### src/rtl/wdt_pkg.sv
package wdt_pkg;
  localparam int CNT_W   = 8;
  localparam int LVL_W   = 4;
  localparam int VEC_W   = 7;
  localparam int SEL_W   = 3;
  localparam int EN_BIT  = 5;
  localparam int OVF_BIT = 7;
  localparam logic [7:0] KEY_CSR = 8'hA5;
  localparam logic [7:0] KEY_CNT = 8'h5A;

  // Log2 of the prescale ratio for a clock-select code.
  function automatic int div_shift(input logic [SEL_W-1:0] sel);
    if (sel == '0) return 1;
    else if (sel < 3'd6) return int'(sel) + 5;
    else return int'(sel) + 6;
  endfunction

  localparam int PRE_W = div_shift(3'd7);

  // Low-bit mask whose all-ones state marks the last count before a tick.
  function automatic logic [PRE_W-1:0] wrap_mask(input logic [SEL_W-1:0] sel);
    logic [PRE_W-1:0] m;
    m = '0;
    for (int i = 0; i < PRE_W; i++)
      if (i < div_shift(sel)) m[i] = 1'b1;
    return m;
  endfunction
endpackage

### src/rtl/wdt_prescaler.sv
module wdt_prescaler
  import wdt_pkg::*;
(
  input  logic             clk,
  input  logic             rst_n,
  input  logic             clk_en,
  input  logic             clr,
  input  logic [SEL_W-1:0] sel,
  output logic             tick
);
  logic [PRE_W-1:0] pre;
  logic [PRE_W-1:0] mask;

  assign mask = wrap_mask(sel);
  assign tick = clk_en & ~clr & ((pre & mask) == mask);

  always_ff @(posedge clk or negedge rst_n) begin
    if (!rst_n)      pre <= '0;
    else if (clr)    pre <= '0;
    else if (clk_en) pre <= pre + 1'b1;
  end


  pre_clear_chk: assert property (@(posedge clk) disable iff (!rst_n)
    clr |=> pre == '0);


  pre_idle_chk: assert property (@(posedge clk) disable iff (!rst_n)
    (!clk_en && !clr) |=> $stable(pre));
endmodule

### src/rtl/wdt_keyregs.sv
module wdt_keyregs
  import wdt_pkg::*;
(
  input  logic             clk,
  input  logic             rst_n,
  input  logic             wr_en,
  input  logic [15:0]      wr_data,
  input  logic             ovf_evt,
  output logic [7:0]       csr,
  output logic             csr_wr,
  output logic             cnt_wr,
  output logic [CNT_W-1:0] load_val
);
  assign csr_wr   = wr_en && (wr_data[15:8] == KEY_CSR);
  assign cnt_wr   = wr_en && (wr_data[15:8] == KEY_CNT);
  assign load_val = wr_data[CNT_W-1:0];

  always_ff @(posedge clk or negedge rst_n) begin
    if (!rst_n) csr <= '0;
    else if (csr_wr)
      csr <= {csr[OVF_BIT] & wr_data[OVF_BIT], wr_data[OVF_BIT-1:0]};
    else if (ovf_evt)
      csr[OVF_BIT] <= 1'b1;
  end


  bad_key_chk: assert property (@(posedge clk) disable iff (!rst_n)
    (wr_en && wr_data[15:8] != 8'hA5 && !ovf_evt) |=> $stable(csr));


  ovf_sticky_chk: assert property (@(posedge clk) disable iff (!rst_n)
    (csr[OVF_BIT] && !(wr_en && wr_data[15:8] == 8'hA5 && !wr_data[OVF_BIT]))
      |=> csr[OVF_BIT]);
endmodule

### src/rtl/wdt_counter.sv
module wdt_counter
  import wdt_pkg::*;
(
  input  logic             clk,
  input  logic             rst_n,
  input  logic             tick,
  input  logic             en,
  input  logic             load,
  input  logic [CNT_W-1:0] load_val,
  input  logic [7:0]       prio_byte,
  input  logic [7:0]       vec_byte,
  output logic [CNT_W-1:0] cnt,
  output logic             ovf_evt,
  output logic             irq_pulse,
  output logic [LVL_W-1:0] irq_level,
  output logic [VEC_W-1:0] irq_vector
);
  logic step;

  assign step    = tick & en & ~load;
  assign ovf_evt = step & (cnt == {CNT_W{1'b1}});

  always_ff @(posedge clk or negedge rst_n) begin
    if (!rst_n) begin
      cnt        <= '0;
      irq_pulse  <= 1'b0;
      irq_level  <= '0;
      irq_vector <= '0;
    end else begin
      irq_pulse <= ovf_evt;
      if (load)      cnt <= load_val;
      else if (step) cnt <= cnt + 1'b1;
      if (ovf_evt) begin
        irq_level  <= prio_byte[7:8-LVL_W];
        irq_vector <= vec_byte[VEC_W-1:0];
      end
    end
  end


  wrap_chk: assert property (@(posedge clk) disable iff (!rst_n)
    ovf_evt |=> (cnt == '0) && irq_pulse);


  irq_single_chk: assert property (@(posedge clk) disable iff (!rst_n)
    irq_pulse |=> !irq_pulse);


  irq_level_chk: assert property (@(posedge clk) disable iff (!rst_n)
    ovf_evt |=> irq_level == $past(prio_byte[7:4]));


  hold_off_chk: assert property (@(posedge clk) disable iff (!rst_n)
    (!en && !load) |=> $stable(cnt));


  load_chk: assert property (@(posedge clk) disable iff (!rst_n)
    load |=> cnt == $past(load_val));
endmodule

### src/rtl/wdog_interval_timer.sv
module wdog_interval_timer
  import wdt_pkg::*;
(
  input  logic             clk,
  input  logic             rst_n,
  input  logic             clk_en,
  input  logic             wr_en,
  input  logic [15:0]      wr_data,
  input  logic             rd_sel,
  output logic [7:0]       rd_data,
  input  logic [7:0]       prio_byte,
  input  logic [7:0]       vec_byte,
  output logic             irq_pulse,
  output logic [LVL_W-1:0] irq_level,
  output logic [VEC_W-1:0] irq_vector
);
  logic [7:0]       csr;
  logic             csr_wr;
  logic             cnt_wr;
  logic [CNT_W-1:0] load_val;
  logic [CNT_W-1:0] cnt;
  logic             tick;
  logic             ovf_evt;

  wdt_keyregs u_regs (
    .clk(clk), .rst_n(rst_n), .wr_en(wr_en), .wr_data(wr_data),
    .ovf_evt(ovf_evt), .csr(csr), .csr_wr(csr_wr), .cnt_wr(cnt_wr),
    .load_val(load_val)
  );

  wdt_prescaler u_pre (
    .clk(clk), .rst_n(rst_n), .clk_en(clk_en), .clr(csr_wr),
    .sel(csr[SEL_W-1:0]), .tick(tick)
  );

  wdt_counter u_cnt (
    .clk(clk), .rst_n(rst_n), .tick(tick), .en(csr[EN_BIT]),
    .load(cnt_wr), .load_val(load_val), .prio_byte(prio_byte),
    .vec_byte(vec_byte), .cnt(cnt), .ovf_evt(ovf_evt),
    .irq_pulse(irq_pulse), .irq_level(irq_level), .irq_vector(irq_vector)
  );

  assign rd_data = rd_sel ? cnt : csr;


  csr_tick_excl_chk: assert property (@(posedge clk) disable iff (!rst_n)
    csr_wr |-> !tick);
endmodule

### config.mk
export PLATFORM = sky130hd
export DESIGN_NAME = wdog_interval_timer
export DESIGN_NICKNAME = d
export VERILOG_FILES = /design/src/rtl/wdt_pkg.sv /design/src/rtl/wdt_prescaler.sv /design/src/rtl/wdt_keyregs.sv /design/src/rtl/wdt_counter.sv /design/src/rtl/wdog_interval_timer.sv
export SDC_FILE = /design/constraint.sdc
export NUM_CORES = 1
export LEC_CHECK = 0
export BUFFER_PORTS_ARGS = -buffer_cell sky130_fd_sc_hd__buf_2
export CAP_MARGIN = 20
export CORE_MARGIN = 2
export CORE_UTILIZATION = 25
export CTS_CLUSTER_DIAMETER = 200
export CTS_CLUSTER_SIZE = 40
export DETAILED_ROUTE_END_ITERATION = 8
export PLACE_DENSITY = 0.41
export SLEW_MARGIN = 20
export SYNTH_ARGS = -nofsm -noshare
export SYNTH_HDL_FRONTEND = slang
export SYNTH_HIERARCHICAL = 1
export SYNTH_SLANG_ARGS = --single-unit
### constraint.sdc
create_clock -name clk -period 4.46 [get_ports clk]
set_input_delay 0.446 -clock clk [delete_from_list [all_inputs] [get_ports clk]]
set_output_delay 0.446 -clock clk [all_outputs]
set_load 0.01 [all_outputs]
==> results of run 1 <==
cells in the final DEF, fill, tap and decap left out, drive strengths merged, types with 2 or more instances in the layout:
cell type	count
a31oi	3
clkbuf	5
xnor2	5
or4	3
ha	4
and2b	2
dfrtp	41
mux2	26
nand4	8
xor2	9
mux2i	3
inv	13
a21oi	2
nand2	13
o21ai	8
nand3	14
nor2b	4
nor2	18
or3	2
nor4	3
and3	3
o31a	2
buf	53
nand2b	2
nor4b	2
routing by layer:
metal  global-route usage [%]  vias up  routed length, um
met4                     4.31        0                 78
met5                        0        -                  0
met3                     2.51        5                213
li1                         -      879                  -
met2                     17.8       35               2590
met1                     14.9      865               2540
power by group through the flow:
stage | registers, mW | logic (mW) | clock network [mW]
finish | 0.480 | 0.182 | 0.269
global route | 0.490 | 0.208 | 0.296
CTS | 0.480 | 0.185 | 0.284
detailed placement | 0.487 | 0.184 | 0
global placement | 0.487 | 0.181 | 0
floorplan | 0.468 | 0.140 | 0
state kept, by name, summed over array words and instances, names as in the netlist:
name              count
u_cnt/cnt             8
u_cnt/irq_level       4
u_cnt/irq_pulse       1
u_cnt/irq_vector      7
u_pre/pre            13
u_regs/csr            8
per-stage QoR:
step	setup WS, ns	total power [mW]	cells	instance area, um^2	hold slack, ns
4_1_cts	1.07	0.949	398	2860	0.335
3_3_place_gp	1.14	0.669	390	2760	0.488
6_report	1.11	0.930	398	2860	0.110
2_1_floorplan	1.63	0.608	222	2430	0.150
3_5_place_dp	1.09	0.671	390	2760	0.491
5_1_grt	0.827	0.993	398	2860	0.163
worst max-delay path, stage by stage (launching register included):
cell and delay (ns):
dfrtp_1 0.54, inv_1 0.11, ha_1 0.36, and2b_1 0.30, a21oi_1 0.09, o211ai_1 0.17
nand4_1 0.15, nor4_2 0.50, and4_4 0.33, nand4_4 0.29, mux2_4 0.39
path summary, 6_finish.rpt:
path                       depth (start not counted)                         endpoint                       startpoint
max reg2reg                                       10   u_cnt/irq_level[0]$_DFFE_PN0P_        u_regs/csr[1]$_DFFE_PN0P_
max                                               10   u_cnt/irq_level[0]$_DFFE_PN0P_        u_regs/csr[1]$_DFFE_PN0P_
max in group asynchronous                          1        u_regs/csr[5]$_DFFE_PN0P_                            rst_n
min                                                1         u_pre/pre[1]$_DFFE_PN0P_                            rst_n
min in group clk                                   3         u_cnt/cnt[5]$_DFFE_PN0P_                       wr_data[5]
min reg2reg                                        1  u_cnt/irq_vector[2]$_DFFE_PN0P_  u_cnt/irq_vector[2]$_DFFE_PN0P_
cell usage after synthesis, drive strengths merged, types with 2 or more instances:
cell	number	area [um^2]
dfrtp	41	1030
xor2	9	78.8
a21oi	2	10.0
ha	4	50.1
clkbuf	3	11.3
or4	3	22.5
mux2	26	357
nand2b	2	12.5
o31a	2	17.5
and3	3	18.8
inv	11	41.3
a31oi	3	18.8
mux2i	3	42.5
nor2b	4	25.0
buf	11	93.8
nor4b	2	32.5
nand4	8	65.1
xnor2	5	43.8
and2b	2	15.0
nand3	14	70.1
nor2	18	67.6
or3	2	12.5
nand2	13	48.8
o21ai	8	40.0
nor4	3	25.0
kinds of logic (layout without fill, tap and decap cells):
logic type / count (synthesis) / after routing
AOI/OAI and AO/OA: 24 / 24
xor gates and xnor gates: 14 / 14
adders and majority gates: 4 / 4
buffers and inverters: 25 / 72
DFF: 41 / 41
muxes: 29 / 29
and+or+nand+nor: 85 / 85
cell type report:
type	count	area share, %
sequential	41	35.9
timing repair buffer	53	9.54
inverter	11	1.44
clock inverter	3	0.876
tap	129	5.65
clock buffer	5	2.41
multi-input combinational	156	44.2
==> results.md, run 1 <==
* Status: complete, no violations
* Avg Inst Size Synth at ~11 um^2
* Syn Std Cell Area at 0.00243 mm^2
* Simple-gate area share of the yosys netlist at 21.3%
* Synth async-reset ratio at 100%
* Combinational Power Share at 19.6%
* MaxCap Viol Count at 0
* Fin. max-slew vios at 0
* Worst-Skew Late Latency at roughly 0.3 ns
* FF+latch count, synth at 41
* Cell Rows at 35
* Layout Skew at 0.00652 ns
* Clock Sinks at 41
* Maximum vdd ir drop at about 0.00012 V
* Vias in the first global route at roughly 1,800
* Post-Synth XOR/XNOR Area at between 5 and 6%
* Worst rel slew slack at 63.3%
* Final GP Congestion at 0.754
* Syn Nets at 263
* FF/Latch Area at between 0.001 and 0.0015 mm^2
* Num CTS Buffers at 5
* Filler cells at slightly below 1,000
* Sw Pwr at between 0.3 and 0.4 mW
* Clock tree buffer depth at 2
* Final wirelength at 5420 um
* Clock Power Share at 28.9%
* DR WL/cell at between 10 and 15 um
* Post-CTS sizing at 0
* Largest net degree at the start of global routing at between 40 and 50
* Multi-input logic area at around 0.0013 mm^2
* Fmax at approximately 300 MHz
* Seq/Total Area, Yosys at 42.2%
* Post-layout util at between 30% and 40%
* WP data required at 4.66 ns
* GRT Util Overall at 11.2%
* Top FF cell, synth: dfrtp_1
* First-pass GRT wire length at between 9000 and 10,000 um
* Int Pwr at 0.624 mW
* CP Launch Type: register
* Hpwl dp at roughly 3900 um
* Unique masters post-synth at 51
* CP arrival at 3.54 ns
* Inserted Diodes at 0
* Global route total overflow at 0
* Core Area at between 0.009 and 0.01 mm^2
* Number of enable flip-flop cells after synthesis at 0
* HP Class: input port to async pin
* Ports at 57
* Final setup fails at 0
* Nets at between 300 and 400
* Critical Path End Type: register
* Post-synthesis mux area share at between 15 and 20%
* CP max FO at 12
* Tmin final at 3.35 ns
* Compound-cell area share of the yosys netlist at under 10%
* Vias per cell at roughly 4.5
* Drt first-iter violations at 52
* Initial Utilization at 26.0%
* CTS H-tree lvls at 2
* Die height at approximately 100 um
* Adder-cell share of the synthesized area at approximately 2.1%
* Clock Pin Slew Worst Setup and Hold Paths at approximately 0.090 ns
* IO Port Bufs at 51
* Drt first pass iters at 4
* Switching share of power at 33.0%
* Static Leak at ~1.4 nW
* Hold-fix buffers, CTS at 0
* Sequential share of power at 51.6%
* Crit Path Class: register to register
* Antenna violations before repair at 0
* DRC at 0
* Main combinational cell family by area after synthesis: simple AND/OR/NAND/NOR gates
* Layout cells sized above 1 at a little over a third
* Clock root cell: clkbuf_8
* Hold Violations, Final at 0
* Area delta synth->final at 17.7%
* Die Area at approximately 0.011 mm^2
* Post-CTS setup buffers at 0
* Worst reg2reg setup slack at between 1 and 1.5 ns
* Antenna viol nets, final at 0
* Pwr per Cell Area at about 330 mW/mm^2
* RSZ-0062 raised after global routing: false
* Via count at 1,784
* CTS tree: built
* Setup_tns at 0 ns
* Syn Inst Count at about 220
* Yosys Warn Count at 6
* Worst slew pin tran at roughly 0.55 ns
* Fin crit share at ~75%
* Chip width at between 100 and 150 um
No activity file was read; power rests on OpenSTA's default activity.
==> run 2, diff against run 1 <==
--- a/config.mk
+++ b/config.mk
@@ -12,7 +12,7 @@
 export CTS_CLUSTER_DIAMETER = 200
 export CTS_CLUSTER_SIZE = 40
 export DETAILED_ROUTE_END_ITERATION = 8
-export PLACE_DENSITY = 0.41
+export PLACE_DENSITY = 0.43
 export SLEW_MARGIN = 20
 export SYNTH_ARGS = -nofsm -noshare
 export SYNTH_HDL_FRONTEND = slang
==> constraint.sdc (replaced) <==
create_clock -name clk -period 2.8 [get_ports clk]
set_input_delay 0.28 -clock clk [delete_from_list [all_inputs] [get_ports clk]]
set_output_delay 0.28 -clock clk [all_outputs]
set_load 0.01 [all_outputs]
==> results.md, run 2 (synthesized netlist as in run 1, its figures left out) <==
* DR WL/cell at 13.4 um (was 13.6 um)
* Area delta synth->final at 22.3% (was 17.7%)
* Ports at 57 (unchanged)
* Pwr per Cell Area at 499 mW/mm^2 (was 326 mW/mm^2)
* Layout cells sized above 1 at 41.0% (was 36.4%)
* Largest register FFs at 13 (unchanged)
* Critical Path End Type: register (unchanged)
* Layout Skew at 0.00783 ns (was 0.00652 ns)
* Power Total at 1.48 mW (was 0.930 mW)
* Drt first pass iters at 4 (unchanged)
* Setup_tns at 0 ns (unchanged)
* Worst-Skew Late Latency at 0.29 ns (was 0.30 ns)
* CTS tree: built (unchanged)
* Filler cells at 997 (was 985)
* Core Area at 0.00933 mm^2 (unchanged)
* Fin. max-slew vios at 0 (unchanged)
* Worst path top cell family by delay: simple AND/OR/NAND/NOR gates (unchanged)
* GRT Util Overall at 10.8% (was 11.2%)
* Hold-fix buffers, CTS at 0 (unchanged)
* Vias in the first global route at 1,755 (was 1,840)
* CP max FO at 12 (unchanged)
* First-pass GRT wire length at 8860 um (was 9120 um)
* Clock Sinks at 41 (unchanged)
* Initial Utilization at 26.0% (unchanged)
* Final setup fails at 0 (unchanged)
* Die Area at 0.0105 mm^2 (unchanged)
* WP data required at 2.98 ns (was 4.66 ns)
* Largest net degree at the start of global routing at 42 (unchanged)
* Post-layout util at 31.8% (was 30.6%)
* Num CTS Buffers at 5 (unchanged)
* Tmin final at 2.66 ns (was 3.35 ns)
* Antenna viol nets, final at 0 (unchanged)
* Crit Path Class: register to register (unchanged)
* Most frequent cells in the layout: buf_2, dfrtp_1, nor2_1 (unchanged)
* R2r endpoint: u_cnt/irq_vector[6]$_DFFE_PN0P_ (was u_cnt/irq_level[0]$_DFFE_PN0P_)
* Crit path cell chain: inv_2 -> ha_4 -> and2b_2 -> a21oi_2 -> o211ai_1 -> nand4_1 -> nor4_4 -> and4_4 -> nand4_4 -> buf_12 -> mux2_4 (was inv_1 -> ha_1 -> and2b_1 -> a21oi_1 -> o211ai_1 -> nand4_1 -> nor4_2 -> and4_4 -> nand4_4 -> mux2_4)
* Top Registers: u_pre/pre (13), u_cnt/cnt (8), u_regs/csr (8) (unchanged)
* CP Launch Type: register (unchanged)
* MaxCap Viol Count at 0 (unchanged)
* Fmax at 376 MHz (was 299 MHz)
* Maximum vdd ir drop at 0.000163 V (was 0.000124 V)
* Final wirelength at 5470 um (was 5420 um)
* Setup WS pre-CTS at 0.116 ns (was 1.09 ns)
* Clock Pin Slew Worst Setup and Hold Paths at 0.09 ns (about the same)
* Antenna violations before repair at 0 (unchanged)
* Biggest register: u_pre/pre (unchanged)
* Inserted Diodes at 0 (unchanged)
* Hold Violations, Final at 0 (unchanged)
* Nets at 318 (was 309)
* Drt first-iter violations at 50 (was 52)
* Clock tree buffer depth at 2 (unchanged)
* Die height at 103 um (unchanged)
* Fin crit share at 95.0% (was 75.0%)
* CP arrival at 2.84 ns (was 3.54 ns)
* Worst rel slew slack at 36.5% (was 63.3%)
* Status: complete, no violations (unchanged)
* Max stage delay on crit path at 0.39 ns (was 0.54 ns)
* Worst slew pin tran at 0.952 ns (was 0.550 ns)
* Worst path buffer plus inverter count at 2 (was 1)
* Cells on worst reg2reg path at 11 (was 10)
* Vias per cell at 4.50 (was 4.48)
* Slowest cell on the critical path: dfrtp_1 (unchanged)
* Final GP Congestion at 0.764 (was 0.754)
* Global route total overflow at 0 (unchanged)
* IO Port Bufs at 51 (unchanged)
* Via count at 1,832 (was 1,784)
* Cell Rows at 35 (unchanged)
* DRC at 0 (unchanged)
* Hpwl dp at 3880 um (about the same)
* Placed Area at 0.00283 mm^2 (was 0.00276 mm^2)
* Final worst-path setup slack at 0.140 ns (was 1.11 ns)
* HP Class: input port to async pin (unchanged)
* Chip width at 103 um (unchanged)
* Cell area after layout at 0.00297 mm^2 (was 0.00286 mm^2)
* Static Leak at 1.46 nW (was 1.40 nW)
* Worst reg2reg setup slack at 0.14 ns (was 1.11 ns)
* CTS H-tree lvls at 2 (unchanged)
* Worst R2R Start: u_regs/csr[1]$_DFFE_PN0P_ (unchanged)
* Most common cell after layout, fill and taps aside: buf_2 (unchanged)
* Clock root cell: clkbuf_8 (unchanged)
-- run 2: cell types whose count changed in the layout (fill, tap and decap cells not counted), sizes merged --
cell,change
buf,+9
clkinv,+1
inv,-1
-- run 2: layout make-up --
type | count | area, um^2 | area share (%)
clock inverter | 3 | 21.3 | 0.716
tap | 129 | 161 | 5.44
multi-input combinational | 156 | 1300 | 43.8
inverter | 11 | 41.3 | 1.39
clock buffer | 5 | 68.8 | 2.32
timing repair buffer | 62 | 350 | 11.8
sequential | 41 | 1030 | 34.6
-- run 2: worst max path at each step --
stage | start | endpoint | slack (ns) | depth (start not counted)
4_1_cts | u_regs/csr[1]$_DFFE_PN0P_ | u_cnt/cnt[7]$_DFFE_PN0P_ | 0.11 | 11
5_1_grt | u_regs/csr[0]$_DFFE_PN0P_ | u_cnt/irq_vector[1]$_DFFE_PN0P_ | -0.02 | 11
6_report | u_regs/csr[1]$_DFFE_PN0P_ | u_cnt/irq_vector[6]$_DFFE_PN0P_ | 0.14 | 11
3_5_place_dp | u_regs/csr[1]$_DFFE_PN0P_ | u_cnt/cnt[7]$_DFFE_PN0P_ | 0.12 | 11
3_3_place_gp | u_regs/csr[1]$_DFFE_PN0P_ | u_cnt/cnt[7]$_DFFE_PN0P_ | 0.11 | 11
2_1_floorplan | u_regs/csr[1]$_DFFE_PN0P_ | u_cnt/irq_level[0]$_DFFE_PN0P_ | 0.10 | 11
-- run 2: metrics by stage --
stage | hold WS (ns) | std cells
final | 0.127 | 407
after global routing | 0.189 | 407
after CTS | 0.168 | 405
after detailed placement | 0.489 | 397
after global placement | 0.491 | 397
after floorplan | -0.0156 | 222
-- run 2: what timing repair did --
action,in CTS,in global routing
setup endpoints to repair,0,16
setup buffers,0,2
resized for setup,0,9
hold endpoints to repair,0,0
-- run 2: report_power, final --
part | internal [mW] | switching (mW) | leakage, nW
logic | 0.166 | 0.150 | 0.871
clock network | 0.177 | 0.227 | 0.0445
registers | 0.662 | 0.0994 | 0.546
total | 1.01 | 0.477 | 1.46
-- run 2: layer usage --
| metal | up-vias | share of wire (%) | global-route usage, % | wire length (um) |
|---|---|---|---|---|
| met4 | 0 | 1.0 | 3.08 | 55 |
| met3 | 2 | 3.1 | 2.03 | 169 |
| met2 | 36 | 49 | 17.1 | 2660 |
| met1 | 896 | 47 | 15.2 | 2580 |
| li1 | 898 | - | - | - |
| met5 | - | 0 | 0 | 0 |
